[src/rtl/uart_rx_pkg.sv]
package uart_rx_pkg;
   localparam int CHAR_W = 8;

   typedef struct packed {
      logic [CHAR_W-1:0] data;
      logic              perr;
      logic              ferr;
      logic              brk;
   } rx_entry_t;

   typedef enum logic [2:0] {
      RX_IDLE,
      RX_START,
      RX_DATA,
      RX_PAR,
      RX_STOP,
      RX_HOLD
   } rx_state_t;
endpackage

[src/rtl/uart_rx_sync.sv]
module uart_rx_sync #(
   parameter int STAGES = 2
) (
   input  logic clk,
   input  logic rst_n,
   input  logic d_in,
   output logic d_out
);
   logic [STAGES-1:0] chain;

   genvar g;
   generate
      for (g = 0; g < STAGES; g++) begin : g_stage
         always_ff @(posedge clk or negedge rst_n) begin
            if (!rst_n) chain[g] <= 1'b1;
            else if (g == 0) chain[g] <= d_in;
            else chain[g] <= chain[(g == 0) ? 0 : g-1];
         end
      end
   endgenerate

   assign d_out = chain[STAGES-1];
endmodule

[src/rtl/uart_rx_frame.sv]
module uart_rx_frame
   import uart_rx_pkg::*;
#(
   parameter int OVS = 16
) (
   input  logic      clk,
   input  logic      rst_n,
   input  logic      tick,
   input  logic      rx_s,
   input  logic [1:0] cfg_bits,
   input  logic      cfg_par_en,
   input  logic      cfg_par_odd,
   output logic      wr_valid,
   output rx_entry_t wr_entry
);
   localparam int CW = $clog2(OVS);
   localparam logic [CW-1:0] HALF = CW'(OVS/2 - 1);
   localparam logic [CW-1:0] FULL = CW'(OVS - 1);

   rx_state_t         st;
   logic [CW-1:0]     cnt;
   logic [2:0]        bit_idx;
   logic [CHAR_W-1:0] shreg;
   logic              par_bit;
   logic [2:0]        last_idx;
   logic              is_brk;
   logic              par_bad;

   assign last_idx = 3'd4 + {1'b0, cfg_bits};
   assign is_brk   = (shreg == '0) && !par_bit && !rx_s;
   assign par_bad  = cfg_par_en && ((^shreg) ^ par_bit ^ cfg_par_odd);

   always_ff @(posedge clk or negedge rst_n) begin
      if (!rst_n) begin
         st       <= RX_IDLE;
         cnt      <= '0;
         bit_idx  <= '0;
         shreg    <= '0;
         par_bit  <= 1'b0;
         wr_valid <= 1'b0;
         wr_entry <= '0;
      end else begin
         wr_valid <= 1'b0;
         case (st)
            RX_IDLE: begin
               if (tick && !rx_s) begin
                  st  <= RX_START;
                  cnt <= '0;
               end
            end
            RX_START: begin
               if (tick) begin
                  if (cnt == HALF) begin
                     cnt <= '0;
                     if (!rx_s) begin
                        st      <= RX_DATA;
                        bit_idx <= '0;
                        shreg   <= '0;
                        par_bit <= 1'b0;
                     end else begin
                        st <= RX_IDLE;
                     end
                  end else begin
                     cnt <= cnt + 1'b1;
                  end
               end
            end
            RX_DATA: begin
               if (tick) begin
                  if (cnt == FULL) begin
                     cnt            <= '0;
                     shreg[bit_idx] <= rx_s;
                     if (bit_idx == last_idx) st <= cfg_par_en ? RX_PAR : RX_STOP;
                     else bit_idx <= bit_idx + 1'b1;
                  end else begin
                     cnt <= cnt + 1'b1;
                  end
               end
            end
            RX_PAR: begin
               if (tick) begin
                  if (cnt == FULL) begin
                     cnt     <= '0;
                     par_bit <= rx_s;
                     st      <= RX_STOP;
                  end else begin
                     cnt <= cnt + 1'b1;
                  end
               end
            end
            RX_STOP: begin
               if (tick) begin
                  if (cnt == FULL) begin
                     cnt           <= '0;
                     wr_valid      <= 1'b1;
                     wr_entry.data <= shreg;
                     wr_entry.ferr <= !rx_s;
                     wr_entry.brk  <= is_brk;
                     wr_entry.perr <= par_bad && !is_brk;
                     st            <= rx_s ? RX_IDLE : RX_HOLD;
                  end else begin
                     cnt <= cnt + 1'b1;
                  end
               end
            end
            RX_HOLD: begin
               if (rx_s) st <= RX_IDLE;
            end
            default: st <= RX_IDLE;
         endcase
      end
   end
endmodule

[src/rtl/uart_rx_fifo.sv]
module uart_rx_fifo
   import uart_rx_pkg::*;
#(
   parameter int DEPTH = 16
) (
   input  logic      clk,
   input  logic      rst_n,
   input  logic      wr_valid,
   input  rx_entry_t wr_entry,
   input  logic      rd_en,
   output rx_entry_t head,
   output logic      empty,
   output logic      full,
   output logic      wr_drop
);
   localparam int AW = $clog2(DEPTH);

   rx_entry_t     mem [DEPTH];
   logic [AW-1:0] wr_ptr;
   logic [AW-1:0] rd_ptr;
   logic [AW:0]   level;
   logic          do_wr;
   logic          do_rd;

   assign empty   = (level == '0);
   assign full    = (level == (AW+1)'(DEPTH));
   assign do_wr   = wr_valid && !full;
   assign do_rd   = rd_en && !empty;
   assign wr_drop = wr_valid && full;
   assign head    = mem[rd_ptr];

   always_ff @(posedge clk) begin
      if (do_wr) mem[wr_ptr] <= wr_entry;
   end

   always_ff @(posedge clk or negedge rst_n) begin
      if (!rst_n) begin
         wr_ptr <= '0;
         rd_ptr <= '0;
         level  <= '0;
      end else begin
         if (do_wr) wr_ptr <= wr_ptr + 1'b1;
         if (do_rd) rd_ptr <= rd_ptr + 1'b1;
         case ({do_wr, do_rd})
            2'b10:   level <= level + 1'b1;
            2'b01:   level <= level - 1'b1;
            default: level <= level;
         endcase
      end
   end
endmodule

[src/rtl/uart_rx_tag.sv]
module uart_rx_tag
   import uart_rx_pkg::*;
#(
   parameter int DEPTH       = 16,
   parameter int OVS         = 16,
   parameter int SYNC_STAGES = 2
) (
   input  logic       clk,
   input  logic       rst_n,
   input  logic       tick16,
   input  logic       rx_in,
   input  logic [1:0] cfg_bits,
   input  logic       cfg_par_en,
   input  logic       cfg_par_odd,
   input  logic       rd_en,
   input  logic       ovr_clr,
   output logic [7:0] rd_data,
   output logic       rd_perr,
   output logic       rd_ferr,
   output logic       rd_brk,
   output logic       fifo_empty,
   output logic       fifo_full,
   output logic       overrun
);
   generate
      if (DEPTH < 2 || (DEPTH & (DEPTH - 1)) != 0) begin : g_bad_depth
         $error("DEPTH must be a power of two of at least 2");
      end
      if (OVS < 4 || (OVS & (OVS - 1)) != 0) begin : g_bad_ovs
         $error("OVS must be a power of two of at least 4");
      end
      if (SYNC_STAGES < 2) begin : g_bad_sync
         $error("SYNC_STAGES must be at least 2");
      end
   endgenerate

   logic      rx_s;
   logic      wr_valid;
   rx_entry_t wr_entry;
   rx_entry_t head;
   logic      wr_drop;

   uart_rx_sync #(.STAGES(SYNC_STAGES)) u_sync (
      .clk   (clk),
      .rst_n (rst_n),
      .d_in  (rx_in),
      .d_out (rx_s)
   );

   uart_rx_frame #(.OVS(OVS)) u_frame (
      .clk         (clk),
      .rst_n       (rst_n),
      .tick        (tick16),
      .rx_s        (rx_s),
      .cfg_bits    (cfg_bits),
      .cfg_par_en  (cfg_par_en),
      .cfg_par_odd (cfg_par_odd),
      .wr_valid    (wr_valid),
      .wr_entry    (wr_entry)
   );

   uart_rx_fifo #(.DEPTH(DEPTH)) u_fifo (
      .clk      (clk),
      .rst_n    (rst_n),
      .wr_valid (wr_valid),
      .wr_entry (wr_entry),
      .rd_en    (rd_en),
      .head     (head),
      .empty    (fifo_empty),
      .full     (fifo_full),
      .wr_drop  (wr_drop)
   );

   always_ff @(posedge clk or negedge rst_n) begin
      if (!rst_n)       overrun <= 1'b0;
      else if (wr_drop) overrun <= 1'b1;
      else if (ovr_clr) overrun <= 1'b0;
   end

   assign rd_data = head.data;
   assign rd_perr = head.perr;
   assign rd_ferr = head.ferr;
   assign rd_brk  = head.brk;
endmodule

[config.mk]
export PLATFORM = sky130hd
export DESIGN_NAME = uart_rx_tag
export DESIGN_NICKNAME = d
export VERILOG_FILES = /design/src/rtl/uart_rx_pkg.sv /design/src/rtl/uart_rx_sync.sv /design/src/rtl/uart_rx_frame.sv /design/src/rtl/uart_rx_fifo.sv /design/src/rtl/uart_rx_tag.sv
export SDC_FILE = /design/constraint.sdc
export NUM_CORES = 1
export LEC_CHECK = 0
export BUFFER_PORTS_ARGS = -buffer_cell sky130_fd_sc_hd__buf_2
export CAP_MARGIN = 10
export CORE_MARGIN = 3
export CORE_UTILIZATION = 40
export DETAILED_ROUTE_END_ITERATION = 10
export MAX_ROUTING_LAYER = met4
export PLACE_DENSITY = 0.61
export SLEW_MARGIN = 20
export SYNTH_ARGS = -nofsm -noshare
export SYNTH_HDL_FRONTEND = slang
export SYNTH_SLANG_ARGS = --single-unit
[constraint.sdc]
create_clock -name clk -period 2.5 [get_ports clk]
set_input_delay 0.25 -clock clk [delete_from_list [all_inputs] [get_ports clk]]
set_output_delay 0.25 -clock clk [all_outputs]
set_load 0.005 [all_outputs]
## After elaboration in Yosys (flattened, before gate mapping)

Memories as Yosys holds them, arrays and structs flattened.
Index checks and enable logic that the tools add are counted.

- Register bits after elaboration: 47
- Memory bits (writable): 176
- Bits of input ports: 10
- Output and inout port bits: 14
- Logic and storage cells: 134
- Memories kept: 1

- $add $sub $neg: 7
- Order comparisons: 2
- Eq/ne operators: 25
- Muxes and demuxes: 51
- Bitwise logic cells: 2
- Reduce and logical (&&, ||, !) cells: 30

Memories:

| memory | words | width | read ports | clocked after Yosys merged registers in | write ports | line | text |
|---|---|---|---|---|---|---|---|
| u_fifo.mem | 16 | 11 | 1 | 0 | 1 | uart_rx_fifo.sv:18 | `rx_entry_t mem [DEPTH];` |

Operators with widths:

| operator | number |
|---|---|
| 2-to-1 mux 3 bit | 19 |
| 2-to-1 mux 8 bit | 5 |
| 2-to-1 mux 4 bit | 5 |
| case mux 3 bit (6 select lines) | 1 |
| case mux 8 bit (2 select lines) | 1 |
| != test 2 x 1 -> 1 bit (second input constant) | 7 |
| != test 2 bit (second input constant) | 7 |
| 2-to-1 mux 1 bit | 13 |
| adder 4 x 1 -> 4 bit (second input constant) | 3 |
| case mux 4 bit (3 select lines) | 1 |
| AND reduction 6 bit | 2 |
| AND reduction 11 bit | 1 |
| case mux 5 bit (2 select lines) | 1 |
| logical AND 1 bit | 9 |
| bitwise mux 8 bit | 1 |
| logical NOT 8 bit | 1 |
| nonzero test 2 bit | 4 |
| XOR reduction 8 bit | 1 |
| AND reduction 7 bit | 1 |
| == test 3 x 2 -> 1 bit (second input constant) | 2 |
| == test 3 bit (second input constant) | 2 |
| case mux 3 bit (2 select lines) | 1 |
| adder 5 x 1 -> 5 bit (second input constant) | 1 |
| == test 5 bit (second input constant) | 1 |
| other kinds (22) | 27 |

## Depth between registers and ports, before layout

Gate-level depths: netlist (run 1).

- Depth in word-level cells: 8
- Mapped depth: 9
- Gate-level depth less buffers: 9

## Hierarchy

A second synthesis (run 1) with hierarchy kept.

- Cells, all modules: 625
- Area, all modules: 9604.2 µm²

By module, submodules not included:

| module | times used | cells each | area an instance (µm²) | sequential area each (µm²) |
|---|---|---|---|---|
| uart_rx_fifo | 1 | 422 | 7683.6 | 5610.4 |
| uart_rx_frame | 1 | 198 | 1831.8 | 775.7 |
| uart_rx_sync | 1 | 2 | 52.6 | 52.6 |
| uart_rx_tag | 1 | 3 | 36.3 | 25.0 |

## Worst setup path after synthesis (run 1)

Ideal clock, no wire load.

- Path type: register to register
- Start: register u_fifo.level[0]
- End: register u_fifo.level[4]
- Library setup time: 80 ps
- Data arrival time: 2621 ps
- Required time: 2420 ps
- Setup slack: -201 ps
- Cell stages (with the launch flop): 9
- Buffers on the path: 0
- Period minus slack after synthesis: 2701 ps
- Path through: dfrtp_1 -> or4_1 -> o21a_1 -> ha_1 -> fa_1 -> a21o_1 -> a21oi_1 -> mux2i_1 -> xnor2_1

- Word-level cells in the longest chain between the ends: 5
- Elaborated cells between the ends (all ways): 12
- Classes of those cells: 2 x add/sub; 3 x eq/ne; 1 x mux; 6 x reduce/logical

RTL lines:

| element | line | text |
|---|---|---|
| start: declaration | uart_rx_fifo.sv:21 | `logic [AW:0] level;` |
| start signal: assignment | uart_rx_fifo.sv:45 | `2'b10: level <= level + 1'b1;` |
| start signal: assignment | uart_rx_fifo.sv:46 | `2'b01: level <= level - 1'b1;` |
| start signal: assignment | uart_rx_fifo.sv:47 | `default: level <= level;` |
| logical NOT 5 bit * | uart_rx_fifo.sv:25 | `assign empty = (level == '0);` |
| logical NOT 1 bit * | uart_rx_fifo.sv:28 | `assign do_rd = rd_en && !empty;` |
| logical AND 1 bit * | uart_rx_fifo.sv:28 |  |
| net u_fifo.do_rd | uart_rx_fifo.sv:23 | `logic do_rd;` |
| == test 2 x 1 -> 1 bit or == test 2 bit (tied branches) | uart_rx_fifo.sv:44 | `case ({do_wr, do_rd})` |
| case mux 5 bit (2 select lines) or nonzero test 2 bit (tied branches) | n/a |  |

Mark *: on every way through the listed nets, which the timed path passes. The rest lies on a longest branch.
A chain may end at the register's enable or synchronous reset.

## Worst setup path after layout (run 1)

- Start: register u_fifo.rd_ptr[0]
- End: output port rd_data[6]

- Word-level cells in the longest chain between the ends: 1

RTL lines:

| element | line | text |
|---|---|---|
| start: declaration | uart_rx_fifo.sv:20 | `logic [AW-1:0] rd_ptr;` |
| start signal: assignment | uart_rx_fifo.sv:43 | `if (do_rd) rd_ptr <= rd_ptr + 1'b1;` |
| memory read (16 x 11 bit) | n/a |  |
| end: declaration | uart_rx_tag.sv:17 | `output logic [7:0] rd_data,` |

No other way between the ends.

==> impl_metrics.json, run 1 <==
{
  "outcome": "finished, violations left",
  "violations": "negative setup slack",
  "clk_pin_slew_ps": 60,
  "syn_area_per_cell_sq_um": 17.52,
  "ys_ff_latch": 223,
  "synth_ff_type": "edfxtp_1",
  "syn_area_sq_um": 9266,
  "p_int_w": 0.007236,
  "gr-usage-all-layers": 0.1601,
  "vias": 4861,
  "hold_violations": 0,
  "synthTopCellsByCount": "176 x edfxtp_1, 55 x mux4_2, 45 x dfrtp_1, 32 x nand2_1",
  "stdcell_count": 894,
  "die_y_um": 158.2,
  "worst_pin_slew_ps": 1090,
  "synth_edf_count": 176,
  "hold_path.class": "in -> reg",
  "portBuffers": 23,
  "die_width_um": 158.2,
  "p_comb_frac": 0.244,
  "synthTopCellsByArea": "edfxtp_1 57%, mux4_2 13%, dfrtp_1 12%",
  "yosysTopAreaCellShare": 0.5703,
  "grt_pass1_vias": 5094,
  "dp_cells": 841,
  "antenna_found_initial": 0,
  "finalPower_w": 0.01010,
  "clkSinkCount": 223,
  "dieArea_sq_um": 25030,
  "yosysMostFrequentCell": "edfxtp_1",
  "htreeDepth": 1,
  "fmax_ghz": 0.3822,
  "antenna_left": 0,
  "finish.net_count": 617,
  "syn_to_final_growth_pct": 17.16,
  "cts_made_buffers": 24,
  "critPathRequiredTime_ps": 2250,
  "final_area_sq_um": 10860,
  "power_density_nw_per_um2": 930.3,
  "swShare": 0.2836,
  "cp_max_fo": 7,
  "place_area_sq_um": 9922,
  "start_kind": "flip-flop",
  "hpwl_um": 11830,
  "grt_setup_unrepaired": "yes",
  "clock_power_share": 0.315,
  "synth_cell_types": 53,
  "fin_ws_ps": -116.6,
  "grt_pass1_wl_um": 29640,
  "endpoint_kind": "output pin",
  "seqPwrFrac": 0.441,
  "initial_core_util": 0.4080,
  "ctsRootBufferMaster": "clkbuf_16",
  "grt_start_max_net_pins": 46,
  "gp_congestion": 0.7861,
  "syn_nets": 555,
  "p_sw_w": 0.002864,
  "setup-violations-final": 11,
  "wire_per_inst_um": 20.99,
  "wirelength_um": 18770,
  "num_rows": 55,
  "drtIter0Drc": 290,
  "period_needed_ps": 2617,
  "diodes": 0,
  "globalRoute.totalOverflow": 0,
  "fin_skew_ps": 13.60,
  "viasPerCell": 5.437,
  "synth-seq-area-share": 0.6975,
  "leakage_nw": 4.295,
  "cts_tree": "done",
  "route.detailed.drc": 0,
  "yosysTopAreaCell": "edfxtp_1",
  "drv_cap": 0,
  "relSlewSlack": 0.2704,
  "core-area_sq_um": 22710,
  "clk_path_buf_depth": 3,
  "clk_latency_ps": 510,
  "critPathArrivalTime_ps": 2370,
  "post-route-period-util": 1.047,
  "yosys_warnings": 0,
  "ir_drop_mv": 0.6600,
  "slew_viol_final": 0,
  "path_class": "reg -> out",
  "io_pins": 24,
  "postSynthCellCount": 529,
  "async_reset_ff_frac": 0.2108,
  "dr.pass1.iters": 4,
  "drive_gt1_frac": 0.2890
}
metrics by stage:
step	utilization	hold WS (ps)	setup slack [ps]	setup TNS [ps]
finish	0.4781	26.27	-116.6	-1082
global route	0.4781	36.45	-187.4	-2008
CTS	0.4735	3.591	-145.7	-1392
detailed placement	0.4369	352.2	-51.51	-51.51
global placement	0.4369	347.4	-1.503	-1.503
floorplan	-	-45.59	3.731	0
state kept, by name, summed over array words and instances (netlist names), 4 cells and up:
| name | flops |
|---|---|
| u_fifo.mem | 176 |
| u_frame.wr_entry | 11 |
| u_frame.shreg | 8 |
| u_fifo.level | 5 |
| u_fifo.rd_ptr | 4 |
| u_fifo.wr_ptr | 4 |
| u_frame.cnt | 4 |
critical path, cell delays in order, from the launching register on:
cell and delay [ps]:
dfrtp_2 370, buf_12 170, clkbuf_16 170, mux4_2 530
mux4_2 480, buf_2 140
routing by layer:
metal | up-vias | GRT usage | routed length, um
met2 | 98 | 0.2659 | 9407
met4 | 0 | 0.03687 | 307
met5 | - | - | 0
li1 | 2217 | - | -
met1 | 2516 | 0.2105 | 8063
met3 | 30 | 0.02488 | 989
final cells by class:
| cell class | count | area [sq um] |
|---|---|---|
| multi-input combinational | 257 | 2645 |
| timing repair buffer | 64 | 593.1 |
| tap | 285 | 356.6 |
| sequential | 223 | 6466 |
| clock inverter | 15 | 87.58 |
| clock buffer | 29 | 629.4 |
| fill | 1899 | 11850 |
| inverter | 21 | 78.83 |
kinds of logic after synthesis:
kind of cell             share of synthesized area
multiplexers                                0.1383
AO/OA/AOI/OAI                              0.05010
buffers and inverters                      0.02457
XOR/XNOR                                   0.01796
adder cells (fa/ha/maj)                    0.02241
flip-flops                                  0.6975
AND/OR/NAND/NOR                            0.04915
worst paths after layout:
path / slack, ps / to / cells past startpoint / start
worst min-delay path: 30 / u_frame.wr_entry[2] / 3 / cfg_par_en
worst max register to register: 0 / u_fifo.level[4] / 8 / u_fifo.level[0]
max in group asynchronous: 1730 / u_fifo.wr_ptr[2] / 3 / rst_n
worst min register to register: 360 / u_sync.d_out / 0 / u_sync.chain[0]
min in group asynchronous: 280 / u_frame.cnt[1] / 2 / rst_n
worst max-delay path: -120 / rd_data[6] / 5 / u_fifo.rd_ptr[0]
power by group through the flow:
stage                     registers, W  logic (W)  clock network, W
after floorplan                0.00434    0.00178                 0
after global placement         0.00451    0.00211                 0
after detailed placement       0.00453    0.00218                 0
after CTS                      0.00444    0.00236           0.00327
after global routing           0.00448    0.00272           0.00344
final                          0.00446    0.00246           0.00318
what timing repair did:
item                                    in CTS  in global routing
setup buffers                                3                  0
resized for setup                            6                  3
endpoints found under the setup margin      12                 13
hold buffers                                 2                  0
hold endpoints to repair                    42                  0
pin swaps                                    3                  1
cloned                                       1                  3
cell usage in the layout (no fill, tap or decap), types with 3 or more instances in the layout:
cell       count
nand4_1        4
dfrtp_1       43
clkbuf_16     27
clkinv_1       5
xnor2_1       14
clkbuf_1       4
o32ai_1        7
and2_1         3
nand2_1       32
buf_12         3
nor2_1        18
a21oi_1       14
xor2_1         5
a21o_1         3
buf_16         3
clkinv_2       7
nor3_2         4
edfxtp_1     176
nand3_1        4
ha_1          14
buf_2         20
a31oi_1        7
mux4_2        55
nor3_1         4
o21ai_0       21
nor2b_1        6
inv_1         21
buf_4         31
No activity file was read; power rests on OpenSTA's default activity.
==> run 2: changes to the inputs <==
- SYNTH_HIERARCHICAL: unset -> 1
==> run 2 against run 1 <==
Effect of this change: the flow still finishes with violations (negative setup slack); power is 6.7% higher; clock skew is 3.6 ps lower; first-iteration DRC count is 2.1% higher; sequential power is 1% lower; critical path type unchanged; critical endpoint is now rd_data[3]; largest power group unchanged; highest routed layer unchanged.
==> impl_metrics.json, run 2 <==
{
  "vias": 5358,
  "start_kind": "flip-flop",
  "fmax_ghz": 0.3997,
  "wirelength_um": 19350,
  "cp_max_fo": 8,
  "hpwl_um": 12570,
  "setup-violations-final": 1,
  "clk_path_buf_depth": 3,
  "cts_made_buffers": 24,
  "r2r_slack_ps": 20,
  "worst_pin_slew_ps": 1038,
  "largest-register": "u_fifo/mem",
  "antenna_left": 0,
  "globalRoute.totalOverflow": 0,
  "synth_cell_types": 64,
  "period_needed_ps": 2502,
  "yosysMostFrequentCell": "edfxtp_1",
  "critPathArrivalTime_ps": 2250,
  "layout_commonest_cell": "edfxtp_1",
  "ir_drop_mv": 0.4943,
  "diodes": 0,
  "gp_congestion": 0.8252,
  "dieArea_sq_um": 25910,
  "hold_violations": 0,
  "violations": "negative setup slack",
  "final_cell_mix": "176 x edfxtp_1, 43 x dfrtp_1, 37 x mux2i_1",
  "critPathRequiredTime_ps": 2250,
  "slowest_stage": "dfrtp_4",
  "syn_area_sq_um": 9604,
  "dp_cells": 957,
  "syn_area_per_cell_sq_um": 15.37,
  "hold_path.class": "in -> reg",
  "path_cells": "clkbuf_16 > mux4_2 > a22oi_1 > nand2_1 > buf_2",
  "yosysTopAreaCell": "edfxtp_1",
  "slew_viol_final": 0,
  "portBuffers": 23,
  "num_rows": 56,
  "async_reset_ff_frac": 0.2108,
  "synth-seq-area-share": 0.6730,
  "path_class": "reg -> out",
  "yosysTopAreaCellShare": 0.5503,
  "largest_register_ffs": 176,
  "gr-usage-all-layers": 0.1494,
  "fin_ws_ps": -1.618,
  "syn_to_final_growth_pct": 16.61,
  "wire_per_inst_um": 18.95,
  "cpPeakStageDelay_ps": 560,
  "relSlewSlack": 0.3058,
  "synth_edf_count": 176,
  "leakage_nw": 4.452,
  "viasPerCell": 5.248,
  "endpoint_kind": "output pin",
  "drtIter0Drc": 296,
  "clkSinkCount": 223,
  "initial_core_util": 0.4080,
  "grt_pass1_wl_um": 29880,
  "ctsRootBufferMaster": "clkbuf_16",
  "finish.net_count": 710,
  "grt_setup_unrepaired": "yes",
  "drv_cap": 0,
  "dr.pass1.iters": 5,
  "grt_start_max_net_pins": 36,
  "io_pins": 24,
  "clk_latency_ps": 500,
  "cts_tree": "done",
  "antenna_found_initial": 0,
  "clk_pin_slew_ps": 60,
  "yosys_warnings": 6,
  "top_regs": "u_fifo/mem x176, u_frame/wr_entry x11, u_frame/shreg x8",
  "drive_gt1_frac": 0.2379,
  "outcome": "finished, violations left",
  "finish.utilization": 0.4757,
  "synth_ff_type": "edfxtp_1",
  "die_y_um": 161.0,
  "htreeDepth": 1,
  "stdcell_count": 1021,
  "ys_ff_latch": 223,
  "fin_skew_ps": 9.997,
  "die_width_um": 161.0,
  "grt_pass1_vias": 5393,
  "postSynthCellCount": 625,
  "synthTopCellsByCount": "176 x edfxtp_1, 45 x dfrtp_1, 38 x nand2_1, 37 x mux2i_1, 28 x o21ai_0",
  "syn_nets": 651,
  "core-area_sq_um": 23540,
  "power_density_nw_per_um2": 962.6,
  "post-route-period-util": 1.001,
  "fill_cells": 2045,
  "route.detailed.drc": 0,
  "synthTopCellsByArea": "edfxtp_1 55%, dfrtp_1 12%, mux4_2 5.2%"
}
run 2: cell count changes after synthesis, moves of 7 or more:
cell      change
o21ai_1      +13
a22oi_1      +10
a221oi_2      +9
mux2i_1      +35
mux4_2       -33
mux2_1       +11
o21ai_0       +7
nor3_1        +7
run 2: kinds of logic after synthesis:
family | after synthesis | synth area share
AO/OA/AOI/OAI | 116 | 0.08416
XOR/XNOR | 18 | 0.01641
adder cells (fa/ha/maj) | 16 | 0.02163
buffers and inverters | 60 | 0.03361
flip-flops | 223 | 0.6730
multiplexers | 73 | 0.1070
AND/OR/NAND/NOR | 119 | 0.06423
run 2: cell type report:
type	instances	area, sq um	area share
multi-input combinational	342	2895	0.2585
clock buffer	37	710.7	0.06346
timing repair buffer	70	598.1	0.05340
tap	319	399.1	0.03564
sequential	223	6469	0.5776
clock inverter	7	41.29	0.003687
inverter	23	86.33	0.007709
run 2: path summary, 6_finish.rpt:
kind / endpoint / depth (start not counted) / from
worst min register to register: u_sync/d_out / 0 / u_sync/chain[0]
max in group asynchronous: u_fifo/level[4] / 3 / rst_n
worst max-delay path: rd_data[3] / 5 / u_fifo/rd_ptr[0]
min in group asynchronous: u_frame/bit_idx[0] / 2 / rst_n
worst max register to register: u_fifo/level[4] / 10 / u_fifo/level[1]
worst min-delay path: u_frame/wr_entry[2] / 2 / cfg_par_en
run 2: repair_timing:
item	in CTS	in global routing
buffers inserted	3	9
endpoints found under the hold margin	33	0
cloned	0	5
hold buffers	3	0
resized for setup	2	22
pin swaps	7	13
endpoints found under the setup margin	1	9
run 2: per-stage QoR:
step	setup TNS, ps	total power (W)	setup WS, ps	hold WS, ps	area [sq um]
6_report	-1.618	0.01078	-1.618	69.26	11200
5_1_grt	-486.9	0.01132	-91.78	64.70	11200
2_1_floorplan	0	0.006376	12.43	-45.59	9619
3_3_place_gp	0	0.007003	18.44	346.7	10130
3_5_place_dp	-92.51	0.007091	-92.51	347.5	10130
4_1_cts	0	0.01046	5.420	55.34	10950
run 2: power breakdown:
group,switching (W),internal (W)
sequential,0.000291,0.00412
clock,0.00135,0.00196
combinational,0.00156,0.00150
run 2: critical path, delay by kind of cell, from the launching register on:
kind	cells	cell delay [ps]
AOI/OAI and AO/OA	1	210
DFF	1	560
buffers and inverters	2	360
muxes	1	540
and+or+nand+nor	1	90
run 2: layer usage:
layer,up-vias,wire [um],track usage
met3,31,888,0.02218
met5,-,0,-
met1,2687,8590,0.1963
met2,102,9577,0.2486
met4,0,293,0.03402
li1,2538,-,-
